$ cat src/rtl/adcseq_pkg.sv
package adcseq_pkg;

  // Width of the command word, start bit included.
  localparam int CMD_LEN = 8;

  // Position of each field, counted in rising edges after the start bit.
  // The order is fixed by the serial protocol.
  localparam int FLD_A2  = 1;
  localparam int FLD_A1  = 2;
  localparam int FLD_A0  = 3;
  localparam int FLD_SGL = 5;
  localparam int FLD_PD1 = 6;

  typedef enum logic [1:0] {
    FS_WAIT = 2'd0,
    FS_CMD  = 2'd1,
    FS_TAIL = 2'd2
  } frame_st_e;

  typedef struct packed {
    logic a2;
    logic a1;
    logic a0;
    logic sgl;
  } route_t;

endpackage

$ cat src/rtl/adcseq_chsel.sv
module adcseq_chsel
  import adcseq_pkg::*;
(
  input  route_t     route,
  output logic [2:0] pos_ch,
  output logic [2:0] neg_ch,
  output logic       neg_common
);

  // The address bits are interleaved: A2 selects the odd member of a pair.
  // In differential mode the partner channel takes the negative side.
  always_comb begin
    pos_ch     = {route.a1, route.a0, route.a2};
    neg_ch     = {route.a1, route.a0, ~route.a2};
    neg_common = route.sgl;
  end

endmodule

$ cat src/rtl/adcseq_frame.sv
module adcseq_frame
  import adcseq_pkg::*;
#(
  parameter int ACQ_LEN = 3,
  parameter int RESTART = 15
) (
  input  logic   sclk,
  input  logic   rst_n,
  input  logic   frm_rst_n,
  input  logic   sdi,
  output route_t route,
  output logic   pd1,
  output logic   acq,
  output logic   go,
  output logic   in_cmd
);

  localparam int CNT_W = $clog2(RESTART + 1);
  localparam logic [CNT_W-1:0] LAST_POS = CNT_W'(CMD_LEN - 1);
  localparam logic [CNT_W-1:0] ACQ_POS  = CNT_W'(CMD_LEN - ACQ_LEN);
  localparam logic [CNT_W-1:0] REARM    = CNT_W'(RESTART);
  localparam logic [CNT_W-1:0] ONE      = CNT_W'(1);

  frame_st_e        st;
  logic [CNT_W-1:0] pos;

  // Frame tracker. pos holds the number of the last rising edge since the start bit.
  always_ff @(posedge sclk or negedge frm_rst_n) begin
    if (!frm_rst_n) begin
      st  <= FS_WAIT;
      pos <= '0;
    end else begin
      case (st)
        FS_WAIT: begin
          if (sdi) begin
            st  <= FS_CMD;
            pos <= ONE;
          end
        end
        FS_CMD: begin
          pos <= pos + ONE;
          if (pos == LAST_POS) st <= FS_TAIL;
        end
        FS_TAIL: begin
          if (pos >= REARM) begin
            if (sdi) begin
              st  <= FS_CMD;
              pos <= ONE;
            end else begin
              st  <= FS_WAIT;
              pos <= '0;
            end
          end else begin
            pos <= pos + ONE;
          end
        end
        default: begin
          st  <= FS_WAIT;
          pos <= '0;
        end
      endcase
    end
  end

  // The routing fields survive a chip-select abort and are cleared only by reset.
  always_ff @(posedge sclk or negedge rst_n) begin
    if (!rst_n) begin
      route <= '0;
      pd1   <= 1'b0;
    end else if (st == FS_CMD) begin
      if (pos == CNT_W'(FLD_A2))  route.a2  <= sdi;
      if (pos == CNT_W'(FLD_A1))  route.a1  <= sdi;
      if (pos == CNT_W'(FLD_A0))  route.a0  <= sdi;
      if (pos == CNT_W'(FLD_SGL)) route.sgl <= sdi;
      if (pos == CNT_W'(FLD_PD1)) pd1       <= sdi;
    end
  end

  always_comb begin
    in_cmd = (st == FS_CMD);
    go     = in_cmd && (pos == LAST_POS);
    acq    = in_cmd && (pos >= ACQ_POS);
  end

endmodule

$ cat src/rtl/adcseq_sar.sv
module adcseq_sar #(
  parameter int RES_W = 12
) (
  input  logic             sclk,
  input  logic             frm_rst_n,
  input  logic             go,
  input  logic             cmp_hi,
  output logic [RES_W-1:0] code,
  output logic             running,
  output logic             dec_bit,
  output logic             dec_first
);

  localparam logic [RES_W-1:0] MSB = {1'b1, {(RES_W-1){1'b0}}};

  // One-hot marker of the bit under test.
  logic [RES_W-1:0] mask;

  always_ff @(posedge sclk or negedge frm_rst_n) begin
    if (!frm_rst_n) begin
      code      <= '0;
      mask      <= '0;
      running   <= 1'b0;
      dec_bit   <= 1'b0;
      dec_first <= 1'b0;
    end else if (go) begin
      code      <= MSB;
      mask      <= MSB;
      running   <= 1'b1;
      dec_bit   <= 1'b0;
      dec_first <= 1'b1;
    end else if (running) begin
      code      <= (cmp_hi ? code : (code & ~mask)) | (mask >> 1);
      mask      <= mask >> 1;
      dec_bit   <= cmp_hi;
      dec_first <= 1'b0;
      if (mask[0]) running <= 1'b0;
    end else begin
      dec_bit   <= 1'b0;
      dec_first <= 1'b0;
    end
  end

endmodule

$ cat src/rtl/adcseq_txout.sv
module adcseq_txout (
  input  logic sclk,
  input  logic frm_rst_n,
  input  logic cs_n,
  input  logic dec_bit,
  input  logic dec_first,
  output logic sdo,
  output logic sdo_oe,
  output logic busy,
  output logic busy_oe
);

  // Decisions made on a rising edge leave on the following falling edge.
  always_ff @(negedge sclk or negedge frm_rst_n) begin
    if (!frm_rst_n) begin
      sdo  <= 1'b0;
      busy <= 1'b0;
    end else begin
      sdo  <= dec_bit;
      busy <= dec_first;
    end
  end

  always_comb begin
    sdo_oe  = ~cs_n;
    busy_oe = ~cs_n;
  end

endmodule

$ cat src/rtl/adc_serial_seq.sv
module adc_serial_seq
  import adcseq_pkg::*;
#(
  parameter int RES_W   = 12,
  parameter int ACQ_LEN = 3,
  parameter int RESTART = RES_W + 3
) (
  input  logic             sclk,
  input  logic             rst_n,
  input  logic             cs_n,
  input  logic             sdi,
  input  logic             shdn_n,
  input  logic             cmp_hi,
  output logic             sdo,
  output logic             sdo_oe,
  output logic             busy,
  output logic             busy_oe,
  output logic             acquire,
  output logic [RES_W-1:0] dac_code,
  output logic [2:0]       pos_ch,
  output logic [2:0]       neg_ch,
  output logic             neg_common,
  output logic             powered
);

  logic   frm_rst_n;
  route_t route;
  logic   pd1;
  logic   go;
  logic   in_cmd;
  logic   running;
  logic   dec_bit;
  logic   dec_first;
  logic   pd_on;

  // Chip select high clears all frame state at once.
  assign frm_rst_n = rst_n & ~cs_n;

  adcseq_frame #(
    .ACQ_LEN (ACQ_LEN),
    .RESTART (RESTART)
  ) u_frame (
    .sclk      (sclk),
    .rst_n     (rst_n),
    .frm_rst_n (frm_rst_n),
    .sdi       (sdi),
    .route     (route),
    .pd1       (pd1),
    .acq       (acquire),
    .go        (go),
    .in_cmd    (in_cmd)
  );

  adcseq_chsel u_chsel (
    .route      (route),
    .pos_ch     (pos_ch),
    .neg_ch     (neg_ch),
    .neg_common (neg_common)
  );

  adcseq_sar #(
    .RES_W (RES_W)
  ) u_sar (
    .sclk      (sclk),
    .frm_rst_n (frm_rst_n),
    .go        (go),
    .cmp_hi    (cmp_hi),
    .code      (dac_code),
    .running   (running),
    .dec_bit   (dec_bit),
    .dec_first (dec_first)
  );

  adcseq_txout u_txout (
    .sclk      (sclk),
    .frm_rst_n (frm_rst_n),
    .cs_n      (cs_n),
    .dec_bit   (dec_bit),
    .dec_first (dec_first),
    .sdo       (sdo),
    .sdo_oe    (sdo_oe),
    .busy      (busy),
    .busy_oe   (busy_oe)
  );

  // Power policy. PD0 arrives with the last command edge. Only the matching codes 00 and 11 take effect.
  always_ff @(posedge sclk or negedge rst_n) begin
    if (!rst_n)                  pd_on <= 1'b0;
    else if (go && (pd1 == sdi)) pd_on <= sdi;
  end

  assign powered = shdn_n & (pd_on | in_cmd | running);

endmodule

$ cat config.mk
export PLATFORM = sky130hd
export DESIGN_NAME = adc_serial_seq
export DESIGN_NICKNAME = d
export VERILOG_FILES = /design/src/rtl/adcseq_pkg.sv /design/src/rtl/adcseq_chsel.sv /design/src/rtl/adcseq_frame.sv /design/src/rtl/adcseq_sar.sv /design/src/rtl/adcseq_txout.sv /design/src/rtl/adc_serial_seq.sv
export SDC_FILE = /design/constraint.sdc
export NUM_CORES = 1
export LEC_CHECK = 0
export BUFFER_PORTS_ARGS = -buffer_cell sky130_fd_sc_hd__buf_2
export CAP_MARGIN = 20
export CORE_MARGIN = 2
export CORE_UTILIZATION = 50
export DETAILED_ROUTE_END_ITERATION = 12
export GPL_TIMING_DRIVEN = 0
export PLACE_DENSITY = 0.7
export SYNTH_ARGS = -nofsm -noshare
export SYNTH_HDL_FRONTEND = slang
export SYNTH_HIERARCHICAL = 1
export SYNTH_SLANG_ARGS = --single-unit
$ cat constraint.sdc
create_clock -name sclk -period 4.33 [get_ports sclk]
set_clock_uncertainty 0.15 [all_clocks]
set_input_delay 0.866 -clock sclk [delete_from_list [all_inputs] [get_ports sclk]]
set_output_delay 0.866 -clock sclk [all_outputs]
set_load 0.01 [all_outputs]
After elaboration in Yosys (flattened, before gate mapping)
Index checks and enable logic that the tools add are counted.
{"block": "word_totals", "latchBits": 0, "n_memories": 0, "ramBits": 0, "output_inout_bits": 25, "rom_bits": 0, "regBits": 41}
{"block": "op_classes", "n_mux": 20, "div_mod_pow": 0, "n_reduce_logical": 11, "bitwise": 9, "shift": 0, "order_cmp": 2, "eq_ne": 12, "n_addsub": 1, "n_mul": 0}
{"op": "2-to-1 mux 12 bit", "count": 5}
{"op": "AND 12 bit", "count": 1}
{"op": "== test 4 x 3 -> 1 bit (second input constant)", "count": 3}
{"op": "NOT 12 bit", "count": 1}
{"op": "bitwise OR 12 x 11 -> 12 bit", "count": 1}
{"op": "one-hot mux 4 bit (3 select lines)", "count": 1}
{"op": "AND reduction 2 bit", "count": 5}
{"op": "== test 4 x 2 -> 1 bit (second input constant)", "count": 2}
{"op": "2-to-1 mux 1 bit", "count": 8}
{"op": "2-to-1 mux 4 bit", "count": 2}
{"op": "2-to-1 mux 2 bit", "count": 3}
{"op": "one-hot mux 2 bit (3 select lines)", "count": 1}
{"op": "adder 4 x 1 -> 4 bit (second input constant)", "count": 1}
{"op": "== test 4 x 1 -> 1 bit (second input constant)", "count": 1}
{"op": "greater-or-equal comparator 4 x 3 -> 1 bit (second input constant)", "count": 1}
{"op": "greater-or-equal comparator 4 bit (second input constant)", "count": 1}
{"op": "!= test 2 x 1 -> 1 bit (second input constant)", "count": 2}
{"op": "logical AND 1 bit", "count": 3}
{"op": "AND reduction 3 bit", "count": 1}
{"op": "AND 1 bit", "count": 2}
{"op": "== test 2 x 1 -> 1 bit (second input constant)", "count": 1}
{"op": "== test 2 bit (second input constant)", "count": 1}
{"op": "logical NOT 2 bit", "count": 1}
{"op": "!= test 2 bit (second input constant)", "count": 1}
{"op": "4 further kinds", "count": 6}

Longest topological paths before layout
{"block": "logic_depth", "depth_word": 6, "mapped_depth": 6}

Hierarchy
The synthesis kept the hierarchy.
{"module": "adcseq_sar", "seq_area_each_um2": 675.6, "area_each_um2": 1177.4, "instances": 1, "cells_each": 98}
{"module": "adcseq_frame", "seq_area_each_um2": 275.3, "area_each_um2": 686.9, "instances": 1, "cells_each": 63}
{"module": "adc_serial_seq", "seq_area_each_um2": 25.0, "area_each_um2": 62.6, "instances": 1, "cells_each": 6}
{"module": "adcseq_txout", "seq_area_each_um2": 50.0, "area_each_um2": 61.3, "instances": 1, "cells_each": 4}
{"module": "adcseq_chsel", "seq_area_each_um2": 0.0, "area_each_um2": 48.8, "instances": 1, "cells_each": 7}

==> impl_results.md <==
* Run status: completed
* Synth Instances at 178
* Power Density at 744 nW/um^2
* Dominant cell type by area after synthesis: dfrtp_1
* Worst hold-check path type: in -> async
* Starting Density at between 50% and 60%
* Worst path depth at 1
* Pre-Repair DR Iteration Count at 4
* Worst Tran Pin Value at 0.930 ns
* Number of port buffers at 30
* DRC marker count from the first detailed-route iteration at 90
* Warnings, synthesis at 6
* Total CTS buffers at 5
* Top fanout value on the critical path at 1
* Worst slack, placed at 0.136 ns
* Main area contributors after synthesis: dfrtp_1 48%, a311oi_2 7.4%, a21oi_1 5.9%, buf_6 4.4%, nand2b_1 4.3%
* Wire length of the first global-routing pass at about 6.5 mm
* Worst vdd ir at 0.394 mV
* Placed cell areas at 2260 sq um
* Pleak at 0.00111 uW
* Share of layout cells above drive strength 1 at 32.9%
* Clock Path Buffers at 2
* Drt via density at 5.30
* Die Ht at ~68 um
* Ys flop type: dfrtp_1
* CTS tree: done
* Die width at 67.8 um
* Depth of the CTS H-tree at 2
* Total gr overflow at 0
* Row cnt at 23
* Multi-input logic area at roughly 830 sq um
* Synthesized area at 2040 sq um
* Routed WL at 3.83 mm
* ANT nets after route at 0
* Seq cells post-synth at 41
* Worst Path Class, Setup: reg -> out
* Clk sinks at 41
* RePlAce Congestion at 0.824
* Layout area overhead at 14.9%
* Setup bufs post-CTS at 0
* Worst Reg-to-Reg Cells at 0
* Fillers at between 300 and 400
* Number of global-route vias before repair at 1,347
* Tot GR Track Use at 18.9%
* Setup ws final at 0.340 ns
* I/O pins at 31
* CP top delay family: flip-flops
* Vias at ~1,400
* CTS Hold Bufs at 0
* RSZ-0062 raised after global routing: false
* Total power at between 1500 and 2000 uW
* Worst skew pair latency at 0.29 ns
* Setup_tns at 0 ns
* Number of synthesized flops with an enable pin at 0
* CP max-delay cell: dfrtn_1
* Die area at 4600 sq um
* Commonest non-fill, non-tap cell in the layout: dfrtp_1
* Final Max Slew Viols at 0
* DRC violations left at 0
* Core ar. at 3970 sq um
* CTS Root Cell: clkbuf_8
* Antenna diodes at 0
* CTS resizes at 0
* Most frequent cells in the layout: 39 x dfrtp_1, 33 x buf_2, 24 x a21oi_1
* Initial antenna violation count at 0
* Hpwl dp at 2.69 mm
* Distinct cells, synth at 36
* Setup violators final at 0
* Crit. End Element: output port
* Slew HR at 37.9%
* Nets at 226
* Flip-flop and latch area at roughly 1000 sq um
* Worst EP arrival at 2.97 ns
* CP Cell Sequence: buf_2
* Top cell type's share of synthesized area at between 40% and 50%
* Critical path buffer and inverter count at 1
* MaxCap Viol Count at 0
* Seq/Total Area, Yosys at around half
* Req. time, crit path at around 3.3 ns
* Worst Setup Start Kind: register
* Cell area after layout at 2340 sq um
* Max incr delay on CP at 0.39 ns
* Asr flop ratio synth at 100%
* Largest net degree at the start of global routing at 36
* CTS clk-pin slew, worst paths at 0.07 ns
* Avg Cell Area, Syn at 11.4 sq um
* WL/cell at 14.4 um
* Fin util at 58.9%
* Fin. Hold Viols at 0
* Synth Net Count at 189
synth_stat cells, drive strengths merged (3+ instances only):
cell type	number
nand2	19
nor2b	4
nor2	4
buf	19
nand2b	14
a21oi	24
inv	6
dfrtp	39
nand3	3
a311oi	11
mux2	5
a21o	3
ha	5
registers in the layout, indices dropped and copies added, names as in the netlist:
signal and count:
u_frame/pos 4, u_frame/route 4, pd_on 1, u_txout/busy 1, u_txout/sdo 1, u_sar/code 12, u_sar/dec_bit 1, u_sar/mask 12
u_frame/st 2, u_frame/pd1 1, u_sar/dec_first 1, u_sar/running 1
cells by family (layout without fill, tap and decap cells):
logic type,Yosys count,after routing,synth area share (%)
flops,41,41,50.4
xor+xnor,1,1,0.430
mux,7,7,3.75
simple gates,51,51,14.4
buf+inv,25,63,9.21
fa+ha+maj,5,5,3.07
compound gates,48,48,18.8
cell type report:
cell class | instances | area share, %
buffer | 19 | 7.06
clock buffer | 6 | 3.10
clock inverter | 2 | 0.428
inverter | 6 | 0.963
multi-input combinational | 112 | 35.5
sequential | 41 | 43.9
tap | 50 | 2.67
timing repair buffer | 30 | 6.42
stage by stage:
step | hold slack, ns | cells
final | 0.242 | 266
after global routing | 0.250 | 266
after floorplan | 0.315 | 178
after detailed placement | 0.312 | 258
after CTS | 0.239 | 266
after global placement | 0.309 | 258
where the power goes:
group          internal, uW  switching [uW]
Combinational           408             407
Sequential              553             135
Clock                   112             126
routing by layer:
| metal | routed length, um | part of all wire [%] | global-route usage (%) | vias to the layer above |
|---|---|---|---|---|
| met4 | 48 | 1.3 | 6.00 | 0 |
| met1 | 1880 | 49 | 27.8 | 688 |
| li1 | - | - | - | 692 |
| met2 | 1770 | 46 | 28.2 | 23 |
| met5 | 0 | 0 | 0 | - |
| met3 | 129 | 3.4 | 3.95 | 6 |
final timing paths:
kind | from | to | slack [ns]
worst max-delay path | u_txout/sdo | sdo | 0.34
worst min-delay path | rst_n | u_frame/route[2] | 0.24
worst max register to register | u_sar/dec_bit | u_txout/sdo | 1.51
worst min register to register | u_sar/code[11] | u_sar/code[11] | 0.33
max in group asynchronous | rst_n | u_txout/busy | 0.57
min in group sclk | u_sar/code[11] | u_sar/code[11] | 0.33
(Power assumes the default switching activity.)
